<file path="src/rtl/seg_xlate.sv">
module seg_xlate #(
  parameter int SEG_BITS = 2,
  parameter int OFF_BITS = 20,
  parameter int PA_BITS  = 24
) (
  input  logic                         clk,
  input  logic                         rst_n,
  input  logic                         req_valid,
  output logic                         req_ready,
  input  logic [SEG_BITS+OFF_BITS-1:0] req_va,
  input  logic                         req_write,
  output logic                         rsp_valid,
  output logic [PA_BITS-1:0]           rsp_pa,
  output logic [1:0]                   rsp_fault,
  input  logic                         priv,
  input  logic                         tbl_we,
  input  logic [SEG_BITS-1:0]          tbl_idx,
  input  logic [PA_BITS-1:0]           tbl_base,
  input  logic [OFF_BITS-1:0]          tbl_bound,
  input  logic                         tbl_rw,
  input  logic                         tbl_vld,
  output logic                         priv_err
);
  localparam int NSEG    = 1 << SEG_BITS;
  localparam int VA_BITS = SEG_BITS + OFF_BITS;
  localparam logic [1:0] F_NONE  = 2'd0;
  localparam logic [1:0] F_BOUND = 2'd1;
  localparam logic [1:0] F_WPROT = 2'd2;
  localparam logic [1:0] F_INVAL = 2'd3;

  logic [PA_BITS-1:0]  base_q  [NSEG];
  logic [OFF_BITS-1:0] bound_q [NSEG];
  logic [NSEG-1:0]     rw_q, vld_q;

  logic                tbl_ok, accept;
  logic [SEG_BITS-1:0] seg;
  logic [OFF_BITS-1:0] off;
  logic [1:0]          fault_c;
  logic [PA_BITS-1:0]  pa_c;

  assign tbl_ok    = tbl_we & priv;
  assign req_ready = ~tbl_ok;
  assign accept    = req_valid & req_ready;
  assign seg       = req_va[VA_BITS-1:OFF_BITS];
  assign off       = req_va[OFF_BITS-1:0];
  assign pa_c      = base_q[seg] + PA_BITS'(off);

  always_comb begin
    if (!vld_q[seg])                  fault_c = F_INVAL;
    else if (off >= bound_q[seg])     fault_c = F_BOUND;
    else if (req_write && !rw_q[seg]) fault_c = F_WPROT;
    else                              fault_c = F_NONE;
  end

  always_ff @(posedge clk) begin
    if (!rst_n) begin
      vld_q <= '0;
      rw_q  <= '0;
      for (int i = 0; i < NSEG; i++) begin
        base_q[i]  <= '0;
        bound_q[i] <= '0;
      end
    end else if (tbl_ok) begin
      vld_q[tbl_idx]   <= tbl_vld;
      rw_q[tbl_idx]    <= tbl_rw;
      base_q[tbl_idx]  <= tbl_base;
      bound_q[tbl_idx] <= tbl_bound;
    end
  end

  always_ff @(posedge clk) begin
    if (!rst_n) begin
      rsp_valid <= 1'b0;
      rsp_fault <= F_NONE;
      rsp_pa    <= '0;
      priv_err  <= 1'b0;
    end else begin
      rsp_valid <= accept;
      rsp_fault <= accept ? fault_c : F_NONE;
      rsp_pa    <= (accept && fault_c == F_NONE) ? pa_c : '0;
      priv_err  <= tbl_we & ~priv;
    end
  end

  // one response per accepted request, one cycle later
  a_r3_rsp_follows_accept: assert property (@(posedge clk) disable iff (!rst_n)
    (req_valid && req_ready) |=> rsp_valid);
  // idle response carries zeros
  a_r3_idle_zero: assert property (@(posedge clk) disable iff (!rst_n)
    !rsp_valid |-> (rsp_pa == '0 && rsp_fault == F_NONE));
  // faulting response has no address
  a_r5_fault_no_pa: assert property (@(posedge clk) disable iff (!rst_n)
    (rsp_valid && rsp_fault != F_NONE) |-> rsp_pa == '0);
  // write-protect only follows a write request
  a_r6_wprot_only_on_write: assert property (@(posedge clk) disable iff (!rst_n)
    (req_valid && req_ready && !req_write) |=> rsp_fault != F_WPROT);
  // unprivileged table write flags an error next cycle
  a_r11_priv_err: assert property (@(posedge clk) disable iff (!rst_n)
    (tbl_we && !priv) |=> priv_err);
  // a lookup is never accepted together with a privileged table write
  a_r2_no_accept_on_write: assert property (@(posedge clk) disable iff (!rst_n)
    (tbl_we && priv && req_valid) |=> !rsp_valid);
endmodule

</file>
<file path="config.mk">
export PLATFORM = sky130hd
export DESIGN_NAME = seg_xlate
export DESIGN_NICKNAME = d
export VERILOG_FILES = /design/src/rtl/seg_xlate.sv
export SDC_FILE = /design/constraint.sdc
export NUM_CORES = 1
export LEC_CHECK = 0
export CORE_ASPECT_RATIO = 1.75
export CORE_UTILIZATION = 58
export DETAILED_ROUTE_END_ITERATION = 6
export DONT_BUFFER_PORTS = 1
export PLACE_DENSITY = 0.76
export SYNTH_ARGS = -nofsm -noshare
export SYNTH_HDL_FRONTEND = slang
export SYNTH_SLANG_ARGS = --single-unit
export TNS_END_PERCENT = 30
</file>
<file path="constraint.sdc">
create_clock -name clk -period 3.35 [get_ports clk]
set_clock_uncertainty 0.15 [all_clocks]
set_input_delay 0.335 -clock clk [delete_from_list [all_inputs] [get_ports clk]]
set_output_delay 0.335 -clock clk [all_outputs]
set_load 0.02 [all_outputs]
</file>
## Yosys cells after proc, flatten, opt, wreduce, memory -nomap -nowiden

Memory sizes are Yosys's and may differ from the RTL's.
Cells that the tools add are included.

- Register bits after elaboration: 36
- Bits in writable memories: 176
- Bits of input ports: 76
- Logic and storage cells: 48
- Memories: 2

- Add/subtract/negate cells: 1
- Order comparisons: 4
- Multiplexer cells: 21
- Bitwise operators: 5
- Reduce and logical (&&, ||, !) cells: 9

Memories:

| memory | depth | width | read ports | clocked after Yosys merged registers in | wr ports | RTL line | text |
|---|---|---|---|---|---|---|---|
| base_q | 4 | 24 | 1 | 0 | 4 | 31 | `logic [PA_BITS-1:0] base_q [NSEG];` |
| bound_q | 4 | 20 | 1 | 0 | 4 | 32 | `logic [OFF_BITS-1:0] bound_q [NSEG];` |

Operators by type and width:

| operator | count |
|---|---|
| $add 24x20->24 | 1 |
| $mux 24 | 1 |
| $reduce_or 24->1 | 1 |
| $ge 20x20->1 | 1 |
| $mux 20 | 1 |
| $reduce_or 20->1 | 1 |
| $mux 2 | 5 |
| $mux 1 | 9 |
| $bwmux 4 | 2 |
| $lt 2x3->1 const B | 2 |
| $bmux 1 s2 | 2 |
| $reduce_and 2->1 | 2 |
| $and 1x1->1 | 3 |
| $logic_and 1x1->1 | 3 |
| $demux 1 s2 | 1 |
| $ge 2x1->1 const B | 1 |
| $logic_not 2->1 | 1 |
| $not 1->1 | 2 |
| $logic_not 1->1 | 1 |

## Depth between registers and ports, before layout

- Word-level depth: 10
- Mapped depth: 13

## Least setup slack after synthesis

OpenSTA, ideal clock, no wires.

- Kind: in2reg
- Start: in req_va[20]
- End: reg rsp_pa[19]
- Arrival: 3084 ps
- Required time: 3113 ps
- Setup slack: 29 ps
- Cell stages on the path: 10
- Path buffers: 2
- Cell sequence: buf_4 -> buf_2 -> mux4_2 -> ha_1 -> a21o_1 -> a31o_1 -> or4b_4 -> o211ai_2 -> o21bai_2 -> nor4b_4

- Cells in the longest elaborated chain, start to end: 10
- Elaborated cells on any way between the ends: 16
- Those cells by class: 1 x add/sub; 1 x order compare; 7 x mux; 5 x reduce/logical; 2 x memory

Ends and longest elaborated chain:

| element | RTL line | text |
|---|---|---|
| start, declared | 10 | `input logic [SEG_BITS+OFF_BITS-1:0] req_va,` |
| parallel branches: the longest is 10 deep, another holds $mem_v2 4x20 | -- |  |
| end signal, assigned | 80 | `rsp_pa <= (accept && fault_c == F_NONE) ? pa_c : '0;` |
| end, declared | 13 | `output logic [PA_BITS-1:0] rsp_pa,` |

Parallel ways; which one is timed is not known. The select of a mux whose other input is x is not followed.
A chain may end at the register's enable or synchronous reset.

## Worst setup path in the final report

- Start: mem base_q[2][6]
- End: reg rsp_pa[22]

- Cells in the longest elaborated chain, start to end: 2

Ends and longest elaborated chain:

| element | RTL line | text |
|---|---|---|
| start, declared | 31 |  |
| $mem_v2 4x24 | -- |  |
| $add 24x20->24 | 46 | `assign pa_c = base_q[seg] + PA_BITS'(off);` |

No other way between the ends.

==> results list <==
- The run finished with clean final reports.
* Worst Hold Path EP: rsp_fault[1]
- Ratio of total power to cell area: between 500 and 600 nW/um^2
- Based on the critical path, the design can be clocked at up to 0.3194 GHz.
- Clock latency on the worst-skew pair, taken at its later pin, is 510 ps.
- After synthesis, the share of flip-flops with an asynchronous set or reset is 0%.
- Setup Slack @ Placement: 169.9 ps
- Entering global routing, the biggest net connects 47 pins.
* Fill cells: 1,212
- Counting the buffers created by CTS gives 20.
- Multi-input combinational cell area: 3689 sq um
* First drt pass iteration count: 5
* Placeable core region: 17,030 sq um
- At the end of routability-driven placement, the weighted congestion stood at 0.8615.
* Critical Path AT: 3390 ps
- The final count of pins violating max slew came to 0.
- Leading cell type by number of instances after synthesis: edfxtp_1
* Seq pwr share: 48.9%
* Type of element launching the critical path: flop
- Via density per instance: 6.004
- Switching fraction of total power: 23.08%
- Share of final-layout standard cells stronger than drive strength 1: ~12%
- The sequential cells in the finished layout cover a total of roughly 6000 sq um.
- Post-DRT Antenna Nets: 0
- CTS built an H-tree with a depth of 1.
- For this run the aggregate overflow at the end of global routing stands at 0.
- Measured along the x axis, the die boundary spans 101.8 microns.
- Antenna violations before repair: 1
* Most Frequent Cell on Critical Path: o21ai_1
* Cell row count: 63
* Synthesized netlist net count: 914
- Buffer count from post-CTS setup fixing: 0
* Worst setup path class: reg -> reg
- The worst path uses between 90% and 100% of the clock period.
* Worst reg2reg path depth: 8
* Worst setup slack after layout: 219.2 ps
- Number of design rule violations left after detail routing: 0
- For this run, the post-layout net count is 969.
- Shortest period the worst path allows: 3131 ps
* Average wire per cell in the routed design: ~21 microns
- Cell taking the most area after synthesis: edfxtp_1
- Layout overhead on the synthesized area: 14.60%
- The number of global-route vias before repair came to 6,919.
- Boundary pin count: 105
* Deepest clock path buffer count: 3
- The tool flagged a number of max-cap violations equal to 0.
* Switching power summed over all nets: 1.438 mW
- The die is 176.6 microns tall.
- Fraction of the core area covered by cells at the end of the flow: between 60% and 70%
* Leakage Power: 4.555 nW
- Longest individual stage delay on the worst path: 490 ps
- Count of mapped cells out of synthesis: 797
- The final count of hold timing violations was 0.
- Global-route wire length before repair: 35,860 microns
- CTS tree: done
* Portion of total power attributed to combinational logic: 12.9%
* Number of buffers added on ports: 0
- Iteration-0 DRC count of the detailed router: 282
* Top area cells in the synthesized netlist: edfxtp_1 52%, mux4_2 10%, dfxtp_1 7.1%
- Clock power frac: between 30% and 40%
- Most frequent cells after synthesis: 176 x edfxtp_1, 128 x nor2_1, 75 x inv_1, 66 x nand2_1, 46 x mux4_2
- Synthesis instantiated 64 different standard cells from the library.
* Worst hold slack: 55.11 ps
- Critical path required time: 3610 ps
- Syn avg cell area: approximately 13 sq um
- Slowest stage cell, crit path: mux4_2
- Sequential area share after synthesis: 59.43%
- Unrepaired setup endpoints after global routing: false
- Total track usage: ~27%
- Counting instances, the worst hold path has a depth of 2.
* Final total negative setup slack: 0 ps
- In this run the most critical hold path is launched from req_va[21].
- Detailed placement finished with a half-perimeter wire length of 15,130 microns.
- In this run the cell area of the synthesized design comes to 10,110 sq um.
* Overall die area: 17,980 sq um
* Area share of the largest cell type after synthesis: a little over half
- The worst register-to-register path ends at rsp_pa[22].
- Along the worst path, the maximum fanout reaches 5.
* Number of flops mapped to enable cells by yosys: 176
* Number of sinks on the clock net: between 200 and 250
- Clock-pin slew was measured on the worst setup and hold paths at 60 ps.
- For the pin with the worst max-slew slack, the measured transition is around 690 ps.
- Once the floorplan was initialized, standard cells occupied 59.35% of the core.
- The internal portion of the total power is 4.794 mW.
- The final route contains roughly 6,600 vias.
- The worst-case IR drop observed on VDD is approximately 0.00044 V.
* Number of failing setup endpoints in the final timing report: 0
- The worst pin sits at a relative slew slack of a little over half.
- Nature of the critical path endpoint: flop
- Final Routed Wirelength: 23,310 microns
- Reg2Reg Setup Slack: about 220 ps
- Reg-to-Reg Start: base_q[2][6]
* Worst-path cell chain: mux4_2 > ha_1 > o21ai_1 > a2111oi_1 > o21ai_1 > a2111o_1 > a21oi_1 > mux2i_1
* Min-delay worst type: in -> reg
- Synthesized flop and latch total: 212
* Count of warnings emitted by yosys: 0
- Clock root buffer: clkbuf_16
- Dominant synthesized flop cell: edfxtp_1
state kept, by name, indices dropped and copies added (netlist names):
signal     count
rsp_pa        24
rsp_fault      2
priv_err       1
rw_q           4
base_q        96
vld_q          4
bound_q       80
rsp_valid      1
cell type report:
type | count | area share [%]
Sequential cell | 212 | 51.86
Antenna cell | 1 | 0.02161
Multi-Input combinational cell | 477 | 31.85
Inverter | 75 | 2.431
Timing Repair Buffer | 66 | 5.424
Tap cell | 227 | 2.452
Clock buffer | 25 | 4.570
Clock inverter | 10 | 1.394
through the flow:
step / total power, mW / cells / cell area (sq um)
global route: 6.427 / 1093 / 11580
finish: 6.232 / 1093 / 11580
detailed placement: 3.828 / 1004 / 10360
floorplan: 3.669 / 797 / 10110
global placement: 3.781 / 1004 / 10360
CTS: 6.247 / 1092 / 11580
critical path, delay by kind of cell, from the launching register on:
kind            cells  cell delay [ps]
mux                 2              730
flops               1              370
fa+ha+maj           1              400
compound gates      5             1380
layout by cell type, fill, tap and decap left out, types with 4 or more instances in the layout:
| cell | instances |
|---|---|
| nor2b_1 | 8 |
| mux2i_1 | 9 |
| clkbuf_1 | 4 |
| inv_1 | 75 |
| o21a_1 | 4 |
| and3_1 | 4 |
| nand3_1 | 13 |
| o21ai_0 | 11 |
| edfxtp_1 | 176 |
| dfxtp_1 | 36 |
| nor2_1 | 128 |
| o21ai_1 | 5 |
| a21o_1 | 11 |
| a21oi_1 | 21 |
| a31oi_1 | 4 |
| dlygate4sd3_1 | 53 |
| clkbuf_16 | 20 |
| nand2_1 | 62 |
| and2_1 | 31 |
| xnor2_1 | 6 |
| xor2_1 | 4 |
| nand2_2 | 5 |
| bufinv_16 | 4 |
| buf_4 | 13 |
| mux4_2 | 46 |
| nor3_1 | 6 |
| ha_1 | 40 |
| nand4_1 | 6 |
per-layer routing:
layer  vias to the layer above  global-route usage, %  part of all wire (%)
li1                       2976                      -                     -
met2                       265                  48.62                    55
met1                      3253                  30.69                    35
met3                        68                  3.831                   6.2
met4                         0                  12.38                   4.0
met5                         -                      0                     0
power groups by stage:
stage	sequential, mW	clock (mW)	combinational (mW)
after floorplan	3.09	0	0.582
after global placement	3.09	0	0.694
after detailed placement	3.10	0	0.724
after CTS	3.05	2.41	0.793
after global routing	3.06	2.50	0.870
final	3.05	2.39	0.801
worst max-delay path by stage:
stage | from | end | slack (ps) | cells past startpoint
2_1_floorplan | req_va[20] | rsp_pa[19] | 30 | 10
3_3_place_gp | req_va[20] | rsp_pa[22] | 350 | 10
3_5_place_dp | req_va[20] | rsp_pa[22] | 170 | 10
4_1_cts | base_q[2][6] | rsp_pa[22] | 220 | 8
5_1_grt | base_q[3][6] | rsp_pa[22] | 30 | 8
6_report | base_q[2][6] | rsp_pa[22] | 220 | 8
cell families (layout without fill, tap and decap cells):
kind of cell	after synthesis	count (layout)	share of synthesized area [%]
flops	212	212	59.43
buf+inv	108	176	4.197
mux	55	55	11.14
simple gates	285	285	13.19
fa+ha+maj	41	41	5.150
xor+xnor	10	10	0.8666
other cells	0	1	0
compound gates	86	86	6.029
what timing repair did:
item,in CTS,in global routing
endpoints found under the hold margin,176,0
gates resized for setup,0,1
hold buffers,53,0
setup endpoints to repair,0,1
Power figures use the tool's default switching activity.
